<file path="src/rtl/flash_cmd_pkg.sv">
package flash_cmd_pkg;

  localparam logic [7:0] CODE_UNLOCK_A = 8'hAA;
  localparam logic [7:0] CODE_UNLOCK_B = 8'h55;
  localparam logic [7:0] CODE_PROGRAM  = 8'hA0;
  localparam logic [7:0] CODE_FASTPGM  = 8'h20;
  localparam logic [7:0] CODE_SETUP    = 8'h80;
  localparam logic [7:0] CODE_CHIP     = 8'h10;
  localparam logic [7:0] CODE_SECTOR   = 8'h30;
  localparam logic [7:0] CODE_LEAVE_A  = 8'h90;
  localparam logic [7:0] CODE_LEAVE_B  = 8'h00;

  typedef enum logic [3:0] {
    ST_READ,
    ST_UL1,
    ST_UL2,
    ST_PGM_DATA,
    ST_ERS_SETUP,
    ST_ERS_UL1,
    ST_ERS_UL2,
    ST_FP_IDLE,
    ST_FP_DATA,
    ST_FP_LEAVE
  } seq_state_t;

  // Classification of one write cycle, produced before the state machine.
  typedef struct packed {
    logic key1;      // address hits the first key
    logic unlock_a;  // AAh at first key
    logic unlock_b;  // 55h at second key
    logic c_prog;
    logic c_fast;
    logic c_setup;
    logic c_chip;
    logic c_sect;
    logic c_leave_a;
    logic c_leave_b;
  } cyc_class_t;

  // Address comparison restricted to a masked set of low bits.
  function automatic logic key_hit(input logic [31:0] addr,
                                   input logic [31:0] key,
                                   input logic [31:0] mask);
    return ((addr ^ key) & mask) == 32'h0;
  endfunction

  function automatic logic code_hit(input logic [7:0] d, input logic [7:0] c);
    return d == c;
  endfunction

  function automatic logic in_fast_mode(input seq_state_t s);
    return (s == ST_FP_IDLE) || (s == ST_FP_DATA) || (s == ST_FP_LEAVE);
  endfunction

endpackage

</file>
<file path="src/rtl/fcd_classify.sv">
module fcd_classify
  import flash_cmd_pkg::*;
#(
  parameter int unsigned ADDR_W = 12,
  parameter int unsigned DATA_W = 8,
  parameter int unsigned KEY_W  = 11,
  parameter logic [31:0] KEY_A  = 32'h555,
  parameter logic [31:0] KEY_B  = 32'h2AA
) (
  input  logic [ADDR_W-1:0] addr,
  input  logic [DATA_W-1:0] data,
  output cyc_class_t        cls
);
  localparam logic [31:0] KEY_MASK = (32'h1 << KEY_W) - 32'h1;

  logic [31:0] addr_ext;
  logic [7:0]  code;
  logic        hit_a;
  logic        hit_b;

  assign addr_ext = 32'(addr);
  assign code     = data[7:0];
  assign hit_a    = key_hit(addr_ext, KEY_A, KEY_MASK);
  assign hit_b    = key_hit(addr_ext, KEY_B, KEY_MASK);

  always_comb begin
    cls           = '0;
    cls.key1      = hit_a;
    cls.unlock_a  = hit_a && code_hit(code, CODE_UNLOCK_A);
    cls.unlock_b  = hit_b && code_hit(code, CODE_UNLOCK_B);
    cls.c_prog    = code_hit(code, CODE_PROGRAM);
    cls.c_fast    = code_hit(code, CODE_FASTPGM);
    cls.c_setup   = code_hit(code, CODE_SETUP);
    cls.c_chip    = code_hit(code, CODE_CHIP);
    cls.c_sect    = code_hit(code, CODE_SECTOR);
    cls.c_leave_a = code_hit(code, CODE_LEAVE_A);
    cls.c_leave_b = code_hit(code, CODE_LEAVE_B);
  end
endmodule

</file>
<file path="src/rtl/fcd_sequencer.sv">
module fcd_sequencer
  import flash_cmd_pkg::*;
(
  input  logic       clk,
  input  logic       rst_n,
  input  logic       accept,
  input  cyc_class_t cls,
  output logic       fire_prog,
  output logic       fire_chip,
  output logic       fire_sect,
  output logic       in_fast
);
  seq_state_t state_q;
  seq_state_t state_d;

  always_comb begin
    state_d   = state_q;
    fire_prog = 1'b0;
    fire_chip = 1'b0;
    fire_sect = 1'b0;
    if (accept) begin
      unique case (state_q)
        ST_READ:      state_d = cls.unlock_a ? ST_UL1 : ST_READ;
        ST_UL1:       state_d = cls.unlock_b ? ST_UL2 : ST_READ;
        ST_UL2: begin
          if (cls.key1 && cls.c_prog)       state_d = ST_PGM_DATA;
          else if (cls.key1 && cls.c_fast)  state_d = ST_FP_IDLE;
          else if (cls.key1 && cls.c_setup) state_d = ST_ERS_SETUP;
          else                              state_d = ST_READ;
        end
        ST_PGM_DATA: begin
          fire_prog = 1'b1;
          state_d   = ST_READ;
        end
        ST_ERS_SETUP: state_d = cls.unlock_a ? ST_ERS_UL1 : ST_READ;
        ST_ERS_UL1:   state_d = cls.unlock_b ? ST_ERS_UL2 : ST_READ;
        ST_ERS_UL2: begin
          fire_chip = cls.key1 && cls.c_chip;
          fire_sect = cls.c_sect;
          state_d   = ST_READ;
        end
        ST_FP_IDLE: begin
          if (cls.c_prog)         state_d = ST_FP_DATA;
          else if (cls.c_leave_a) state_d = ST_FP_LEAVE;
          else                    state_d = ST_FP_IDLE;
        end
        ST_FP_DATA: begin
          fire_prog = 1'b1;
          state_d   = ST_FP_IDLE;
        end
        ST_FP_LEAVE:  state_d = cls.c_leave_b ? ST_READ : ST_FP_IDLE;
        default:      state_d = ST_READ;
      endcase
    end
  end

  always_ff @(posedge clk or negedge rst_n) begin
    if (!rst_n) state_q <= ST_READ;
    else        state_q <= state_d;
  end

  assign in_fast = in_fast_mode(state_q);
endmodule

</file>
<file path="src/rtl/fcd_issue.sv">
module fcd_issue #(
  parameter int unsigned ADDR_W   = 12,
  parameter int unsigned DATA_W   = 8,
  parameter int unsigned SECT_LSB = 8,
  localparam int unsigned SECT_W  = ADDR_W - SECT_LSB
) (
  input  logic              clk,
  input  logic              rst_n,
  input  logic              fire_prog,
  input  logic              fire_chip,
  input  logic              fire_sect,
  input  logic [ADDR_W-1:0] addr,
  input  logic [DATA_W-1:0] data,
  output logic              prog_req,
  output logic [ADDR_W-1:0] prog_addr,
  output logic [DATA_W-1:0] prog_data,
  output logic              chip_erase_req,
  output logic              sect_erase_req,
  output logic [SECT_W-1:0] sect_addr
);
  always_ff @(posedge clk or negedge rst_n) begin
    if (!rst_n) begin
      prog_req       <= 1'b0;
      chip_erase_req <= 1'b0;
      sect_erase_req <= 1'b0;
    end else begin
      prog_req       <= fire_prog;
      chip_erase_req <= fire_chip;
      sect_erase_req <= fire_sect;
    end
  end

  always_ff @(posedge clk or negedge rst_n) begin
    if (!rst_n) begin
      prog_addr <= '0;
      prog_data <= '0;
    end else if (fire_prog) begin
      prog_addr <= addr;
      prog_data <= data;
    end
  end

  always_ff @(posedge clk or negedge rst_n) begin
    if (!rst_n)         sect_addr <= '0;
    else if (fire_sect) sect_addr <= addr[ADDR_W-1:SECT_LSB];
  end
endmodule

</file>
<file path="src/rtl/flash_cmd_decoder.sv">
module flash_cmd_decoder
  import flash_cmd_pkg::*;
#(
  parameter int unsigned ADDR_W   = 12,
  parameter int unsigned DATA_W   = 8,
  parameter int unsigned KEY_W    = 11,
  parameter int unsigned SECT_LSB = 8,
  localparam int unsigned SECT_W  = ADDR_W - SECT_LSB
) (
  input  logic              clk,
  input  logic              rst_n,
  input  logic              wr_en,
  input  logic [ADDR_W-1:0] wr_addr,
  input  logic [DATA_W-1:0] wr_data,
  input  logic              busy,
  output logic              prog_req,
  output logic [ADDR_W-1:0] prog_addr,
  output logic [DATA_W-1:0] prog_data,
  output logic              chip_erase_req,
  output logic              sect_erase_req,
  output logic [SECT_W-1:0] sect_addr,
  output logic              bypass_mode
);
  cyc_class_t cyc_cls;
  logic       write_accept;
  logic       fire_prog;
  logic       fire_chip;
  logic       fire_sect;

  assign write_accept = wr_en && !busy;

  fcd_classify #(
    .ADDR_W(ADDR_W), .DATA_W(DATA_W), .KEY_W(KEY_W),
    .KEY_A(32'h555), .KEY_B(32'h2AA)
  ) u_classify (
    .addr (wr_addr),
    .data (wr_data),
    .cls  (cyc_cls)
  );

  fcd_sequencer u_seq (
    .clk       (clk),
    .rst_n     (rst_n),
    .accept    (write_accept),
    .cls       (cyc_cls),
    .fire_prog (fire_prog),
    .fire_chip (fire_chip),
    .fire_sect (fire_sect),
    .in_fast   (bypass_mode)
  );

  fcd_issue #(
    .ADDR_W(ADDR_W), .DATA_W(DATA_W), .SECT_LSB(SECT_LSB)
  ) u_issue (
    .clk            (clk),
    .rst_n          (rst_n),
    .fire_prog      (fire_prog),
    .fire_chip      (fire_chip),
    .fire_sect      (fire_sect),
    .addr           (wr_addr),
    .data           (wr_data),
    .prog_req       (prog_req),
    .prog_addr      (prog_addr),
    .prog_data      (prog_data),
    .chip_erase_req (chip_erase_req),
    .sect_erase_req (sect_erase_req),
    .sect_addr      (sect_addr)
  );
endmodule

</file>
<file path="config.mk">
export PLATFORM = sky130hd
export DESIGN_NAME = flash_cmd_decoder
export DESIGN_NICKNAME = d
export VERILOG_FILES = /design/src/rtl/flash_cmd_pkg.sv /design/src/rtl/fcd_classify.sv /design/src/rtl/fcd_sequencer.sv /design/src/rtl/fcd_issue.sv /design/src/rtl/flash_cmd_decoder.sv
export SDC_FILE = /design/constraint.sdc
export NUM_CORES = 1
export LEC_CHECK = 0
export CORE_AREA = 2 2 60 62
export DETAILED_ROUTE_END_ITERATION = 12
export DIE_AREA = 0 0 62 64
export GPL_TIMING_DRIVEN = 0
export PLACE_DENSITY = 0.79
export RECOVER_POWER = 25
export SLEW_MARGIN = 40
export SYNTH_ARGS = -nofsm -noshare
export SYNTH_HDL_FRONTEND = slang
export SYNTH_SLANG_ARGS = --single-unit
</file>
<file path="constraint.sdc">
create_clock -name clk -period 3 [get_ports clk]
set_clock_uncertainty 0.1 [all_clocks]
set_input_delay 0.45 -clock clk [delete_from_list [all_inputs] [get_ports clk]]
set_output_delay 0.45 -clock clk [all_outputs]
set_load 0.005 [all_outputs]
</file>
==> results.sh, run 1 <==
export IMPL_status="finished, violations left"
export IMPL_violations="capacitance limit, slew limit"
export IMPL_ys_seq_area_share_pct=49.2
export IMPL_synth_common_cells="dfrtp_1 (31), mux2_1 (24), nand2_1 (8), buf_2 (7), nor2_1 (7)"
export IMPL_path_cells="buf_2 -> or3b_1 -> nand2_1 -> clkdlybuf4s50_1"
export IMPL_start_util_pct=48.0
export IMPL_rsz0062_at_grt="no"
export IMPL_yosysTopAreaCellShare_pct=49.2
export IMPL_slew_violations=32
export IMPL_die_height_um=64
export IMPL_core_area_mm2=0.00328
export IMPL_ys_types=42
export IMPL_path_max_fanout=10
export IMPL_setup_viol=0
export IMPL_syn_area_per_cell_um2=11.6
export IMPL_worst_r2r_cell_count=5
export IMPL_grtUsageMet1_pct=28.3
export IMPL_endpoint_kind="primary output"
export IMPL_cp_num_buf_inv=2
export IMPL_grt_pass1_vias=1399
export IMPL_vias=1355
export IMPL_cts_htree_levels=2
export IMPL_cpPeakStageDelay_ns=0.50
export IMPL_drt_iter0_drc=46
export IMPL_diodes=0
export IMPL_synth_top_area_cell="dfrtp_1"
export IMPL_holdPathEnd="u_issue.chip_erase_req$_DFF_PN0_"
export IMPL_clk_pin_slew_ns=0.09
export IMPL_hold_class="in -> reg"
export IMPL_cp_data_arrival_time_ns=1.89
export IMPL_drive_gt1_share_pct=9.33
export IMPL_maxCapViolCount=1
export IMPL_hpwl_um=3030
export IMPL_grt_pass1_wl_um=6640
export IMPL_critPathLaunchType="flip-flop"
export IMPL_post_drt_wl_per_cell_um=16.8
export IMPL_finalCritPeriodShare_pct=81.4
export IMPL_clk_path_buf_depth=2
export IMPL_antenna_found_initial=0
export IMPL_cts_tree="built"
export IMPL_cts_sinks=31
export IMPL_avgViaCountPerCell=5.67
export IMPL_pwr_share_clk_pct=31.8
export IMPL_min_delay_start="wr_data[5]"
export IMPL_cellLeakagePower_nw=0.980
export IMPL_seq_power_share_pct=58.4
export IMPL_use_met2_pct=36.2
export IMPL_critical_path_class="reg -> out"
export IMPL_die_w_um=62
export IMPL_fp_row_count=21
export IMPL_timing_final_hold_violations=0
export IMPL_post_synth_top_count_cell="dfrtp_1"
export IMPL_p_sw_share_pct=24.1
export IMPL_reg2reg_from="u_seq.state_q[3]$_DFFE_PN0P_"
export IMPL_switchingPower_mw=0.172
export IMPL_areaGrowthSynthToFinish_pct=37.5
export IMPL_overflow=0
export IMPL_clockRootBuffer="clkbuf_4"
export IMPL_drt_pass1_iterations=4
export IMPL_p_int_mw=0.544
export IMPL_p_total_mw=0.716
export IMPL_finalSetupTns_ns=0
export IMPL_worstMarginPinSlew_ns=1.57
export IMPL_grtUsageTotal_pct=22.9
export IMPL_postCtsSetupBuffers=0
export IMPL_yosys_top_cells_area="dfrtp_1 (49%), mux2_1 (17%), buf_2 (2.2%)"
export IMPL_netlist_area_mm2=0.00158
export IMPL_irDropWorstVdd_mv=0.340
export IMPL_r2r_setup_slack_ns=1.17
export IMPL_drc=0
export IMPL_globalRouteMet3Util_pct=7.49
export IMPL_holdPathStages=2
export IMPL_r2r_end="u_issue.sect_addr[3]$_DFFE_PN0P_"
export IMPL_min_period_ns=2.44
export IMPL_ys_ff_latch=31
export IMPL_p_per_area_mw_per_mm2=330
export IMPL_cp_required_ns=2.45
export IMPL_clkLatencyLatePin_ns=0.33
export IMPL_comb_power_share_pct=9.9
export IMPL_cts_resized=0
export IMPL_wirelength_um=4000
export IMPL_cts_inserted_buffers=5
export IMPL_syn_inst=136
export IMPL_synthFlopType="dfrtp_1"
export IMPL_cp_slowest_cell="clkdlybuf4s50_1"
export IMPL_timing_fmax_mhz=409
export IMPL_die_area_mm2=0.00397
export IMPL_place_congestion=0.876
export IMPL_grt_max_degree=32
export IMPL_synthArstFlopShare_pct=100
export IMPL_ioPinCount=52
export IMPL_relSlewSlack_pct=-4.88
export IMPL_hold_buffers=0
export IMPL_nets=216
export IMPL_detail_route_antenna_nets=0
export IMPL_busiest_layer="met2"
export IMPL_yosysWarningCount=0
export IMPL_synth_edf_count=0
export IMPL_crit_family="buffers and inverters"
export IMPL_syn_num_nets=160
export IMPL_port_buffers=49
cells by family (layout without fill, tap and decap cells):
kind of cell	Yosys count	count (layout)	share of synthesized area, %
AO/OA/AOI/OAI	15	15	6.82
AND/OR/NAND/NOR	53	53	22.3
multiplexers	24	24	17.1
XOR/XNOR	3	3	1.67
flip-flops	31	31	49.2
buffers and inverters	10	67	2.93
flip-flops by register name (all words and copies together), names as in the netlist:
name and cells:
u_issue.chip_erase_req 1, u_issue.prog_addr 12, u_issue.prog_data 8, u_issue.prog_req 1, u_issue.sect_addr 4, u_issue.sect_erase_req 1
u_seq.state_q 4
how the worst max path moves through the flow:
stage	from	end	slack (ns)	depth (start not counted)
after floorplan	wr_data[4]	u_seq.state_q[1]$_DFFE_PN0P_	1.35	4
after global placement	wr_data[4]	u_seq.state_q[1]$_DFFE_PN0P_	0.66	5
after detailed placement	wr_data[6]	u_issue.sect_addr[3]$_DFFE_PN0P_	0.65	5
after CTS	u_seq.state_q[3]$_DFFE_PN0P_	bypass_mode	0.56	4
after global routing	u_seq.state_q[3]$_DFFE_PN0P_	bypass_mode	0.44	4
final	u_seq.state_q[3]$_DFFE_PN0P_	bypass_mode	0.56	4
final cells by class:
| cell class | instances | area [µm²] |
|---|---|---|
| clock inverter | 1 | 5.00 |
| inverter | 2 | 7.51 |
| multi-input combinational | 95 | 756 |
| tap | 46 | 57.6 |
| clock buffer | 7 | 45.0 |
| timing repair buffer | 49 | 484 |
| sequential | 31 | 776 |
| buffer | 8 | 38.8 |
| fill | 273 | 1110 |
power groups by stage:
stage	logic [mW]	registers [mW]	clock network, mW
floorplan	0.0208	0.426	0
global placement	0.0696	0.426	0
global route	0.0773	0.418	0.262
finish	0.0705	0.418	0.227
CTS	0.0711	0.418	0.234
detailed placement	0.0707	0.426	0
cells in the final DEF (no fill, tap or decap), types with 2 or more instances in the layout:
cell type,instances
nor4_2,2
nand4_1,3
nand2b_1,4
clkbuf_4,5
buf_2,7
a41oi_1,2
mux2_1,24
xor2_1,2
clkbuf_1,4
nand3_1,2
nor4bb_1,2
nor2b_1,2
nand4b_1,2
clkdlybuf4s50_1,48
o211ai_1,4
or3b_1,2
nor3_1,2
nor3b_1,3
dfrtp_1,31
nor4_1,4
nand2_1,8
nor2_1,7
worst reg2reg max path, stage by stage, from the launching register on:
cell      delay (ns)
dfrtp_1         0.40
buf_2           0.18
nand2b_1        0.21
nor2_1          0.12
nand4_1         0.28
mux2_1          0.42
per-stage QoR:
step	instances	setup slack [ns]	hold WS [ns]	utilization, %	instance area [µm²]
after floorplan	136	1.35	0.0544	-	1580
after global placement	231	0.663	0.374	64.7	2130
after detailed placement	231	0.648	0.380	64.6	2120
after CTS	239	0.558	0.0623	66.1	2170
after global routing	239	0.438	0.321	66.1	2170
final	239	0.558	0.349	66.1	2170
layer usage:
layer | part of all wire [%] | up-vias | wire, µm
li1 | - | 619 | -
met1 | 41 | 665 | 1640
met4 | 2.3 | 0 | 91
met3 | 6.6 | 10 | 264
met2 | 50 | 61 | 2010
met5 | 0 | - | 0
Power figures use the tool's default switching activity.
==> inputs of run 2 (changes only) <==
CORE_AREA = 2 2 66 68   (was 2 2 60 62)
DIE_AREA = 0 0 68 70   (was 0 0 62 64)
PLACE_DENSITY = 0.69   (was 0.79)
clock period = 2.15 ns   (was 3 ns; I/O delays follow)
==> results.sh, run 2 (synthesis gave the netlist of run 1 again) <==
export IMPL_die_w_um=68
export IMPL_grt_pass1_vias=1412
export IMPL_p_per_area_mw_per_mm2=551
export IMPL_top_regs="u_issue.prog_addr x12, u_issue.prog_data x8"
export IMPL_p_total_mw=1.26
export IMPL_drive_gt1_share_pct=13.7
export IMPL_relSlewSlack_pct=-7.73
export IMPL_vias=1337
export IMPL_cp_required_ns=2.24
export IMPL_path_max_fanout=3
export IMPL_fp_row_count=24
export IMPL_dpl_cell_count=237
export IMPL_hpwl_um=3090
export IMPL_violations="capacitance limit, slew limit"
export IMPL_clk_path_buf_depth=2
export IMPL_status="finished, violations left"
export IMPL_min_period_ns=1.94
export IMPL_cts_sinks=31
export IMPL_cp_data_arrival_time_ns=2.02
export IMPL_irDropWorstVdd_mv=0.400
export IMPL_port_buffers=49
export IMPL_hold_buffers=0
export IMPL_areaGrowthSynthToFinish_pct=45.1
export IMPL_avgViaCountPerCell=5.37
export IMPL_layout_common_cells="clkdlybuf4s50_1 (47), dfrtp_1 (29), mux2_1 (24)"
export IMPL_drt_iter0_drc=75
export IMPL_worst_r2r_cell_count=6
export IMPL_final_common_cell="clkdlybuf4s50_1"
export IMPL_rsz0062_at_grt="no"
export IMPL_cts_tree="built"
export IMPL_timing_fmax_mhz=517
export IMPL_grt_max_degree=32
export IMPL_critical_path_class="reg -> reg"
export IMPL_finalCritPeriodShare_pct=90.0
export IMPL_cts_inserted_buffers=5
export IMPL_nets=220
export IMPL_critPathLaunchType="flip-flop"
export IMPL_final_area_mm2=0.00229
export IMPL_detail_route_antenna_nets=0
export IMPL_die_height_um=70
export IMPL_largest_reg_flops=12
export IMPL_core_area_mm2=0.00414
export IMPL_placed_cell_area_mm2=0.00213
export IMPL_grtUsageTotal_pct=19.6
export IMPL_antenna_found_initial=0
export IMPL_timing_final_hold_violations=0
export IMPL_wirelength_um=4100
export IMPL_finalSetupTns_ns=0
export IMPL_holdPathStages=2
export IMPL_ioPinCount=52
export IMPL_clockRootBuffer="clkbuf_8"
export IMPL_worstMarginPinSlew_ns=1.62
export IMPL_finalNonFillerCells=249
export IMPL_largest_register="u_issue.prog_addr"
export IMPL_grt_pass1_wl_um=6960
export IMPL_setup_viol=0
export IMPL_drt_pass1_iterations=5
export IMPL_clkLatencyLatePin_ns=0.27
export IMPL_cellLeakagePower_nw=1.04
export IMPL_maxCapViolCount=1
export IMPL_fillers=368
export IMPL_drc=0
export IMPL_endpoint_kind="flip-flop"
export IMPL_cts_htree_levels=2
export IMPL_diodes=0
export IMPL_die_area_mm2=0.00476
export IMPL_place_congestion=0.869
export IMPL_clk_pin_slew_ns=0.06
export IMPL_start_util_pct=38.1
export IMPL_slew_violations=32
export IMPL_hold_class="in -> reg"
export IMPL_overflow=0
export IMPL_post_drt_wl_per_cell_um=16.5
run 2: final timing paths:
kind	from	end	slack [ns]
setup / recovery	u_seq.state_q[2]$_DFFE_PN0P_	u_seq.state_q[1]$_DFFE_PN0P_	0.21
setup reg to reg	u_seq.state_q[2]$_DFFE_PN0P_	u_seq.state_q[1]$_DFFE_PN0P_	0.21
min in group asynchronous	rst_n	u_issue.prog_addr[11]$_DFFE_PN0P_	0.35
max in group asynchronous	rst_n	u_seq.state_q[2]$_DFFE_PN0P_	0.55
hold reg to reg	u_issue.prog_addr[10]$_DFFE_PN0P_	u_issue.prog_addr[10]$_DFFE_PN0P_	0.39
hold / removal	wr_data[5]	u_issue.chip_erase_req$_DFF_PN0_	0.26
run 2: repair_timing:
action	in CTS	in global routing
buffers inserted	6	0
gates resized for setup	6	0
setup endpoints to repair	1	0
run 2: metrics by stage:
step / utilization [%] / hold WS, ns / setup slack [ns]
final: 55.3 / 0.255 / 0.215
after global routing: 55.3 / 0.259 / 0.107
after CTS: 55.3 / 0.00465 / 0.218
after detailed placement: 51.4 / 0.303 / -0.0510
after global placement: 51.5 / 0.374 / -0.0899
after floorplan: - / -0.0731 / 0.536
run 2: routing by layer:
metal / vias up / part of all wire [%] / routed length [µm] / track usage (%)
met5: - / 0 / 0 / 0
met4: 0 / 1.9 / 76 / 7.78
met3: 6 / 3.6 / 147 / 4.67
met2: 39 / 51 / 2100 / 30.3
met1: 663 / 43 / 1780 / 26.0
li1: 629 / - / - / -
run 2: layout make-up:
type	instances	area (µm²)	area share, %
Sequential cell	31	778	34.0
Multi-Input combinational cell	95	758	33.1
Timing Repair Buffer	55	528	23.1
Clock buffer	6	82.6	3.61
Tap cell	52	65.1	2.84
Clock inverter	2	35.0	1.53
Buffer	6	35.0	1.53
Inverter	2	7.51	0.328
run 2: worst max-delay path, stage by stage (launching register included):
cell and delay [ns]:
dfrtp_2 0.42, buf_4 0.14, buf_4 0.13, or4b_1 0.58, nor4_2 0.22, a32oi_1 0.14
o211ai_1 0.12
run 2: where the power goes:
part	internal (mW)	leakage [nW]	total, mW	switching [mW]
combinational	0.0481	0.548	0.0985	0.0504
sequential	0.584	0.430	0.584	0.000269
clock	0.374	0.0612	0.579	0.205
